--- config.mk ---
export PLATFORM = sky130hd
export DESIGN_NAME = irq_sel_top
export DESIGN_NICKNAME = d
export VERILOG_FILES = /design/src/rtl/irq_sel_pkg.sv /design/src/rtl/irq_sel_ctrl.sv /design/src/rtl/irq_sel_prienc.sv /design/src/rtl/irq_sel_dp.sv /design/src/rtl/irq_sel_top.sv
export SDC_FILE = /design/constraint.sdc
export NUM_CORES = 1
export LEC_CHECK = 0
export CORE_AREA = 4 4 93 161
export DETAILED_ROUTE_END_ITERATION = 10
export DIE_AREA = 0 0 97 165
export PLACE_DENSITY_LB_ADDON = 0.15
export SKIP_CTS_REPAIR_TIMING = 1
export SYNTH_ARGS = -nofsm -noshare
export SYNTH_HDL_FRONTEND = slang
export SYNTH_SLANG_ARGS = --single-unit
--- constraint.sdc ---
create_clock -name clk -period 5.3 [get_ports clk]
set_input_delay 1.06 -clock clk [delete_from_list [all_inputs] [get_ports clk]]
set_output_delay 1.06 -clock clk [all_outputs]
set_load 0.05 [all_outputs]
--- src/rtl/irq_sel_pkg.sv ---
package irq_sel_pkg;

  typedef enum logic [1:0] {
    PRIV_USER  = 2'd0,
    PRIV_SUPER = 2'd1,
    PRIV_RSVD  = 2'd2,
    PRIV_MACH  = 2'd3
  } privLvl_e;

  // strobes from control to datapath
  typedef struct packed {
    logic pendWr;
    logic enWr;
    logic delegWr;
    logic claimTry;
    logic mAllow;
    logic sAllow;
  } ctrlStrobes_t;

endpackage

--- src/rtl/irq_sel_ctrl.sv ---
module irq_sel_ctrl
  import irq_sel_pkg::*;
(
  input  logic         pendWrEn,
  input  logic         enWrEn,
  input  logic         delegWrEn,
  input  logic         claimReq,
  input  logic [1:0]   privLvl,
  input  logic         mIe,
  input  logic         sIe,
  output ctrlStrobes_t strobes
);

  privLvl_e curPriv;
  logic     machOpen;
  logic     superOpen;

  assign curPriv = privLvl_e'(privLvl);

  // lower privilege always admits higher-level interrupts
  always_comb begin
    machOpen  = 1'b0;
    superOpen = 1'b0;
    unique case (curPriv)
      PRIV_USER: begin
        machOpen  = 1'b1;
        superOpen = 1'b1;
      end
      PRIV_SUPER: begin
        machOpen  = 1'b1;
        superOpen = sIe;
      end
      PRIV_RSVD: begin
        machOpen  = 1'b1;
        superOpen = 1'b0;
      end
      PRIV_MACH: begin
        machOpen  = mIe;
        superOpen = 1'b0;
      end
      default: begin
        machOpen  = 1'b0;
        superOpen = 1'b0;
      end
    endcase
  end

  always_comb begin
    strobes.pendWr   = pendWrEn;
    strobes.enWr     = enWrEn;
    strobes.delegWr  = delegWrEn;
    strobes.claimTry = claimReq;
    strobes.mAllow   = machOpen;
    strobes.sAllow   = superOpen;
  end

endmodule

--- src/rtl/irq_sel_prienc.sv ---
module irq_sel_prienc #(
  parameter int NUM_LINES = 32,
  parameter int IDX_W     = $clog2(NUM_LINES)
) (
  input  logic [NUM_LINES-1:0] reqVec,
  output logic                 anyHit,
  output logic [IDX_W-1:0]     hitIdx
);

  // scan from the top so the lowest set bit is written last
  always_comb begin
    anyHit = 1'b0;
    hitIdx = '0;
    for (int i = NUM_LINES - 1; i >= 0; i--) begin
      if (reqVec[i]) begin
        anyHit = 1'b1;
        hitIdx = IDX_W'(i);
      end
    end
  end

endmodule

--- src/rtl/irq_sel_dp.sv ---
module irq_sel_dp
  import irq_sel_pkg::*;
#(
  parameter int NUM_LINES = 32,
  parameter int IDX_W     = $clog2(NUM_LINES)
) (
  input  logic                 clk,
  input  logic                 rstN,
  input  ctrlStrobes_t         strobes,
  input  logic [NUM_LINES-1:0] pendWrMask,
  input  logic [NUM_LINES-1:0] pendWrVal,
  input  logic [NUM_LINES-1:0] enWrVal,
  input  logic [NUM_LINES-1:0] delegWrVal,
  input  logic [NUM_LINES-1:0] claimLines,
  output logic [NUM_LINES-1:0] pendOld,
  output logic [NUM_LINES-1:0] claimedOut,
  output logic                 claimDone,
  output logic                 claimFail,
  output logic                 irqValid,
  output logic [IDX_W-1:0]     irqIndex
);

  logic [NUM_LINES-1:0] pendReg;
  logic [NUM_LINES-1:0] enReg;
  logic [NUM_LINES-1:0] delegReg;
  logic [NUM_LINES-1:0] claimReg;
  logic [NUM_LINES-1:0] gatedVec;
  logic                 claimClash;
  logic                 selHit;
  logic [IDX_W-1:0]     selIdx;

  always_ff @(posedge clk or negedge rstN) begin
    if (!rstN) begin
      pendReg <= '0;
    end else if (strobes.pendWr) begin
      pendReg <= (pendReg & ~pendWrMask) | (pendWrVal & pendWrMask);
    end
  end

  always_ff @(posedge clk or negedge rstN) begin
    if (!rstN) begin
      enReg    <= '0;
      delegReg <= '0;
    end else begin
      if (strobes.enWr)    enReg    <= enWrVal;
      if (strobes.delegWr) delegReg <= delegWrVal;
    end
  end

  assign claimClash = |(claimReg & claimLines);

  always_ff @(posedge clk or negedge rstN) begin
    if (!rstN) begin
      claimReg  <= '0;
      claimDone <= 1'b0;
      claimFail <= 1'b0;
    end else begin
      claimDone <= strobes.claimTry;
      claimFail <= strobes.claimTry & claimClash;
      if (strobes.claimTry && !claimClash) begin
        claimReg <= claimReg | claimLines;
      end
    end
  end

  // per-line gating by delegation target
  for (genvar g = 0; g < NUM_LINES; g++) begin : gLine
    logic levelOpen;
    assign levelOpen   = delegReg[g] ? strobes.sAllow : strobes.mAllow;
    assign gatedVec[g] = pendReg[g] & enReg[g] & levelOpen;
  end

  irq_sel_prienc #(
    .NUM_LINES(NUM_LINES),
    .IDX_W    (IDX_W)
  ) uPrienc (
    .reqVec(gatedVec),
    .anyHit(selHit),
    .hitIdx(selIdx)
  );

  always_ff @(posedge clk or negedge rstN) begin
    if (!rstN) begin
      irqValid <= 1'b0;
      irqIndex <= '0;
    end else begin
      irqValid <= selHit;
      irqIndex <= selHit ? selIdx : '0;
    end
  end

  assign pendOld    = pendReg;
  assign claimedOut = claimReg;

endmodule

--- src/rtl/irq_sel_top.sv ---
module irq_sel_top
  import irq_sel_pkg::*;
#(
  parameter int NUM_LINES = 32,
  parameter int IDX_W     = $clog2(NUM_LINES)
) (
  input  logic                 clk,
  input  logic                 rstN,
  input  logic                 pendWrEn,
  input  logic [NUM_LINES-1:0] pendWrMask,
  input  logic [NUM_LINES-1:0] pendWrVal,
  output logic [NUM_LINES-1:0] pendOld,
  input  logic                 enWrEn,
  input  logic [NUM_LINES-1:0] enWrVal,
  input  logic                 delegWrEn,
  input  logic [NUM_LINES-1:0] delegWrVal,
  input  logic [1:0]           privLvl,
  input  logic                 mIe,
  input  logic                 sIe,
  input  logic                 claimReq,
  input  logic [NUM_LINES-1:0] claimLines,
  output logic                 claimDone,
  output logic                 claimFail,
  output logic [NUM_LINES-1:0] claimedOut,
  output logic                 irqValid,
  output logic [IDX_W-1:0]     irqIndex
);

  ctrlStrobes_t strobes;

  irq_sel_ctrl uCtrl (
    .pendWrEn (pendWrEn),
    .enWrEn   (enWrEn),
    .delegWrEn(delegWrEn),
    .claimReq (claimReq),
    .privLvl  (privLvl),
    .mIe      (mIe),
    .sIe      (sIe),
    .strobes  (strobes)
  );

  irq_sel_dp #(
    .NUM_LINES(NUM_LINES),
    .IDX_W    (IDX_W)
  ) uDp (
    .clk       (clk),
    .rstN      (rstN),
    .strobes   (strobes),
    .pendWrMask(pendWrMask),
    .pendWrVal (pendWrVal),
    .enWrVal   (enWrVal),
    .delegWrVal(delegWrVal),
    .claimLines(claimLines),
    .pendOld   (pendOld),
    .claimedOut(claimedOut),
    .claimDone (claimDone),
    .claimFail (claimFail),
    .irqValid  (irqValid),
    .irqIndex  (irqIndex)
  );

endmodule

==> impl_metrics.csv, run 1 <==
group,metric,value,unit
grt,grtUsageMet1,0.245,
placement,dp_hpwl,15.4,mm
placement,place.gp.congestion,0.970,
sta,slew_viol_final,0,
grt,grt_pass1_wl,32.1,mm
grt,grtUsageMet2,0.493,
critical_path,crit_fanout,17,
sta,setup_viol,0,
die,die_w,97,um
critical_path,critPathArrivalTime,3780,ps
finish,seqCellArea,0.00340,mm^2
clocking,cts_buffers,17,
power,ir_drop,0.000238,V
synthesis,synth-seq-cells,136,
grt,overflow,0,
clocking,cts_root_buffer,"clkbuf_16",
clocking,cts.sinks,136,
grt,grt_util_all_layers,0.254,
die,die-area,0.0160,mm^2
sta,setup_tns,0,ps
critical_path,worstSetupEndpointType,"register",
synthesis,ys_warn_count,0,
die,ios,242,
finish,antenna-diode-count,0,
sta,fin_crit_sh,0.658,
critical_path,crit_end,"uDp.irqIndex[0]$_DFF_PN0_",
power,p_per_area,380,mW/mm^2
die,initial_utilization,0.480,
drt,num_vias,5823,
drt,routedWlPerCell,20.0,um
clocking,cts_tree,"done",
critical_path,worst-setup-path-type,"input pin to register",
synthesis,syn_nets,759,
synthesis,synth_cell_type_count,53,
finish,instances_no_fill,1019,
placement,placed_cells,987,
synthesis,seq_area_frac_synth,0.516,
sta,finClkSkew,9.21,ps
critical_path,critical_path_required,5590,ps
critical_path,reg2reg_to,"uDp.claimedOut[12]$_DFFE_PN0P_",
finish,multi_input_area,0.00304,mm^2
power,leakage,0.00415,uW
finish,layout-drive-gt1-share,0.164,
run_status,status,"complete, no violations",
synthesis,synth-compound-area-share,0.167,
drt,wl,20.3,mm
synthesis,synth_edf_count,0,
die,rows,57,
sta,rsz0062_at_grt,"false",
synthesis,synthCells,589,
sta,worst_slack,1810,ps
synthesis,syn_area_per_cell,11.2,um^2
critical_path,slowest_delay,690,ps
critical_path,r2r_slack,2910,ps
sta,whs,485,ps
die,core-area,0.0138,mm^2
synthesis,yosys.area_share.xor_xnor,0,
clocking,cts.path.max_buffers,2,
finish,n_fill_cell,1029,
clocking,clk_latency,420,ps
flow_run,drv_cap,0,
synthesis,synth_top_flop_cell,"dfrtp_1",
synthesis,synth_most_common_cell,"dfrtp_1",
critical_path,crit_chain,"clkdlybuf4s50_1, nand3b_1, buf_4, a22oi_1, nand4_1, or2_2, o311ai_1, nor3_1",
sta,finalHoldViolCount,0,
grt,met3_usage,0.0875,
sta,fmax,0.287,GHz
critical_path,reg2regPathDepth,6,
finish,area_growth,47.1,%
drt,drtIter0Drc,408,
synthesis,synthAdderAreaFrac,0,
synthesis,yosysTopAreaCellShare,0.516,
critical_path,crit_slowest_cell,"clkdlybuf4s50_1",
drt,final_antenna_net_count,0,
critical_path,r2r-start,"uDp.claimedOut[7]$_DFFE_PN0P_",
placement,place_ws,1430,ps
grt,antenna_found_initial,0,
grt,busiest_layer,"met2",
clocking,clkTransAtPathRegs,60,ps
grt,grt_max_degree,96,
synthesis,yosys.area_share.simple,0.132,
power,p_total,3690,uW
grt,grt_pass1_vias,6417,
synthesis,netlist_top_cells_area,"dfrtp_1, mux2_2, nand2_1",
drt,viasPerCell,5.71,
min_path,hp-class,"register to register",
synthesis,synthArstFlopShare,1.00,
critical_path,worstSetupStartpointType,"input pin",
finish,nets,999,
clocking,htreeDepth,4,
sta,tightest_slew,953,ps
drt,drt_first_pass_iters,5,
synthesis,yosys-top-cells-count,"dfrtp_1, mux2_2, nand2_1, nand3_1, a21o_1",
sta,fin_crit,3490,ps
synthesis,yosys-mux-area-fraction,0.162,
sta,maxSlewHeadroom,0.364,
critical_path,cp-startpoint,"privLvl[1]",
placement,numPortBuffers,241,
synthesis,synth_top_family_by_area,"compound AO/OA/AOI/OAI gates",
die,fp.dieH,165,um
synthesis,syn_area,0.00660,mm^2
drt,route.detailed.drc,0,
synthesis,synth.largest_area_cell,"dfrtp_1",
-- power by group --
group	total (uW)	leakage (uW)	internal [uW]	switching [uW]
sequential	1340	0.00162	1190	147
combinational	1180	0.00224	501	678
clock	1170	0.000280	709	463
total	3690	0.00415	2400	1290
-- kinds of logic (layout without fill, tap and decap cells) --
kind of cell           after synthesis  count (layout)
multiplexers                        95              95
AND/OR/NAND/NOR                    176             176
flip-flops                         136             136
AO/OA/AOI/OAI                      155             155
buffers and inverters               27             280
-- worst min-delay path by stage --
stage                                    from                              to  slack (ps)  cells past startpoint
6_report       uDp.claimedOut[14]$_DFFE_PN0P_  uDp.claimedOut[14]$_DFFE_PN0P_         480                      1
5_1_grt        uDp.claimedOut[20]$_DFFE_PN0P_  uDp.claimedOut[20]$_DFFE_PN0P_         500                      1
2_1_floorplan       uDp.enReg[25]$_DFFE_PN0P_       uDp.enReg[25]$_DFFE_PN0P_         480                      1
3_3_place_gp   uDp.claimedOut[17]$_DFFE_PN0P_  uDp.claimedOut[17]$_DFFE_PN0P_         460                      1
4_1_cts        uDp.claimedOut[14]$_DFFE_PN0P_  uDp.claimedOut[14]$_DFFE_PN0P_         490                      1
3_5_place_dp   uDp.claimedOut[23]$_DFFE_PN0P_  uDp.claimedOut[23]$_DFFE_PN0P_         470                      1
-- area by class of cell --
| type | instances | area share |
|---|---|---|
| well taps | 177 | 0.0228 |
| clock inverters | 13 | 0.0149 |
| clock buffers | 19 | 0.0456 |
| repair buffers | 246 | 0.252 |
| multi-input cells | 426 | 0.313 |
| inverters | 2 | 0.000773 |
| flip-flops and latches | 136 | 0.350 |
-- cell usage in the layout, fill, tap and decap left out, types with 5 or more instances in the layout --
cell type	Yosys	final
clkdlybuf4s50_1	0	240
dfrtp_1	136	136
mux2_2	95	95
nand2_1	79	79
nand3_1	35	35
a21o_1	33	33
a21oi_1	21	21
a22oi_1	19	19
clkbuf_16	0	17
o21ai_0	16	16
nand3b_1	13	13
nor2_1	11	11
o22ai_1	9	9
nand4_1	8	8
a31oi_1	7	7
o2111ai_1	6	6
a211oi_1	6	6
o221ai_1	5	5
buf_4	4	5
-- metal layers --
layer  share of wire  routed length (um)
met3           0.076                1550
met1            0.33                6790
met2            0.57               11500
met4           0.023                 469
met5               0                   0
-- stage by stage --
step | cell area [um^2] | utilization
3_3_place_gp | 9120 | 0.663
3_5_place_dp | 9120 | 0.663
5_1_grt | 9710 | 0.705
2_1_floorplan | 6600 | -
6_report | 9710 | 0.705
4_1_cts | 9710 | 0.705
-- critical path, delay by kind of cell --
kind | cells | cell delay [ps]
buffers and inverters | 2 | 1070
AOI/OAI and AO/OA | 2 | 600
and+or+nand+nor | 4 | 1030
(Power assumes the default switching activity.)
==> inputs of run 2 (changes only) <==
CORE_AREA = 4 4 101 175   (was 4 4 93 161)
DIE_AREA = 0 0 105 179   (was 0 0 97 165)
clock period = 3.2 ns   (was 5.3 ns; I/O delays follow)
==> run 2 against run 1 <==
Setup slack lost 1300 ps. Clock skew grew 1.4 ps. Largest power group unchanged. Non-clock buffer count grew 8. Final cell count grew 2.3%. Hold slack lost 340 ps. Sequential power grew 66%. Sequential share of layout area shrank 0.34 points. Global-route usage shrank 2.6 points. Largest cell class unchanged.
==> impl_metrics.csv, run 2 (same netlist as run 1, synthesis figures left out) <==
group,metric,value,unit
critical_path,crit_fanout,22,
clocking,cts_buffers,17,
run_status,status,"complete, no violations",
sta,fin_crit_sh,0.829,
sta,finClkSkew,10.6,ps
power,leakage,0.00419,uW
drt,routedWlPerCell,20.3,um
critical_path,worstSetupStartpointType,"input pin",
sta,whs,141,ps
sta,setup_tns,0,ps
drt,wl,21.2,mm
finish,multi_input_area,0.00304,mm^2
placement,numPortBuffers,241,
placement,place_ws,106,ps
finish,layout-drive-gt1-share,0.173,
power,clkPwrFrac,0.313,
die,core-area,0.0163,mm^2
drt,drtIter0Drc,321,
drt,drt_first_pass_iters,4,
power,p_switching,2180,uW
finish,area_growth,48.5,%
placement,dp_hpwl,16.6,mm
power,p_int,3920,uW
sta,worst_slack,548,ps
finish,antenna-diode-count,0,
finish,n_fill_cell,1396,
drt,num_vias,5759,
power,p_per_area,623,mW/mm^2
clocking,clk_latency,420,ps
sta,rsz0062_at_grt,"false",
die,initial_utilization,0.405,
min_path,hp-class,"input pin to asynchronous set/reset pin",
sta,maxSlewHeadroom,0.624,
power,seq_power_share,0.364,
clocking,clkTransAtPathRegs,60,ps
clocking,cts.sinks,136,
critical_path,worst-setup-path-type,"input pin to register",
power,p_comb_frac,0.323,
critical_path,slowest_delay,680,ps
grt,grt_util_all_layers,0.228,
die,fp.dieH,179,um
flow_run,drv_cap,0,
clocking,htreeDepth,4,
placement,place.gp.congestion,0.839,
grt,grt_max_degree,56,
clocking,cts_root_buffer,"clkbuf_16",
finish,nets,1007,
critical_path,critical_path_required,3480,ps
grt,overflow,0,
drt,viasPerCell,5.53,
critical_path,worstSetupEndpointType,"register",
sta,slew_viol_final,0,
grt,antenna_found_initial,0,
drt,final_antenna_net_count,0,
sta,fmax,0.377,GHz
finish,seqCellArea,0.00340,mm^2
die,ios,242,
clocking,cts_tree,"done",
die,rows,62,
die,die-area,0.0188,mm^2
power,ir_drop,0.000452,V
power,switching_share,0.358,
sta,setup_viol,0,
finish,final_cell_mix,"clkdlybuf4s50_1, dfrtp_1, mux2_2, nand2_1, nand3_1",
drt,route.detailed.drc,0,
clocking,cts.path.max_buffers,2,
grt,grt_pass1_vias,6279,
sta,finalHoldViolCount,0,
critical_path,crit_slowest_cell,"clkdlybuf4s50_1",
sta,tightest_slew,562,ps
grt,grt_pass1_wl,33.3,mm
critical_path,crit_chain,"clkdlybuf4s50_1, nand3b_1, buf_4, a22oi_1, nand4_1, or2_2, o31ai_1, a211oi_1",
die,die_w,105,um
finish,final_common_cell,"clkdlybuf4s50_1",
sta,fin_crit,2650,ps
critical_path,critPathArrivalTime,2940,ps
[run 2: cell types whose count changed in the layout (fill, tap and decap cells not counted), moves of 2 or more]
cell	delta
inv_6	+3
inv_8	+2
clkinv_4	-3
buf_12	+2
buf_4	+6
[run 2: worst max-delay path, delay by kind of cell]
family | cells | cell delay [ps]
simple gates | 3 | 650
compound gates | 3 | 720
buf+inv | 2 | 920
[run 2: stage by stage]
step                instance area [um^2]   util  total power [uW]  cells
global placement                    9230  0.566              4210   1010
finish                              9810  0.602              6100   1042
floorplan                           6600      -              3380    589
CTS                                 9810  0.602              6180   1042
detailed placement                  9230  0.566              4240   1010
global route                        9810  0.602              6400   1042
[run 2: worst paths after layout]
path                            slack [ps]                           from  depth (start not counted)                             end
worst max-delay path                   550                     privLvl[1]                          8       uDp.irqIndex[1]$_DFF_PN0_
worst min-delay path                   140                           rstN                          1  uDp.claimedOut[11]$_DFFE_PN0P_
worst max register to register        1030  uDp.claimedOut[7]$_DFFE_PN0P_                          7   uDp.claimedOut[0]$_DFFE_PN0P_
worst min register to register         480  uDp.claimedOut[9]$_DFFE_PN0P_                          1   uDp.claimedOut[9]$_DFFE_PN0P_
max in group asynchronous             2210                           rstN                          2      asynchronous set/reset pin
min in group clk                       480  uDp.claimedOut[9]$_DFFE_PN0P_                          1   uDp.claimedOut[9]$_DFFE_PN0P_
[run 2: cell type report]
| class | instances | area share |
|---|---|---|
| clock buffers | 18 | 0.0448 |
| clock inverters | 14 | 0.0143 |
| inverters | 2 | 0.000766 |
| multi-input cells | 426 | 0.310 |
| flip-flops and latches | 136 | 0.347 |
| well taps | 192 | 0.0245 |
| repair buffers | 254 | 0.259 |
[run 2: power groups by stage]
stage	clock network, uW	registers [uW]	logic (uW)
CTS	1960	2220	2000
detailed placement	0	2250	1990
global route	2040	2260	2100
finish	1910	2220	1970
global placement	0	2240	1970
floorplan	0	2790	592
[run 2: routing by layer]
layer	global-route usage	vias to the layer above	share of wire
li1	-	2713	-
met3	0.0656	19	0.064
met2	0.450	207	0.58
met5	0	-	0
met1	0.229	2820	0.34
met4	0.0613	0	0.012
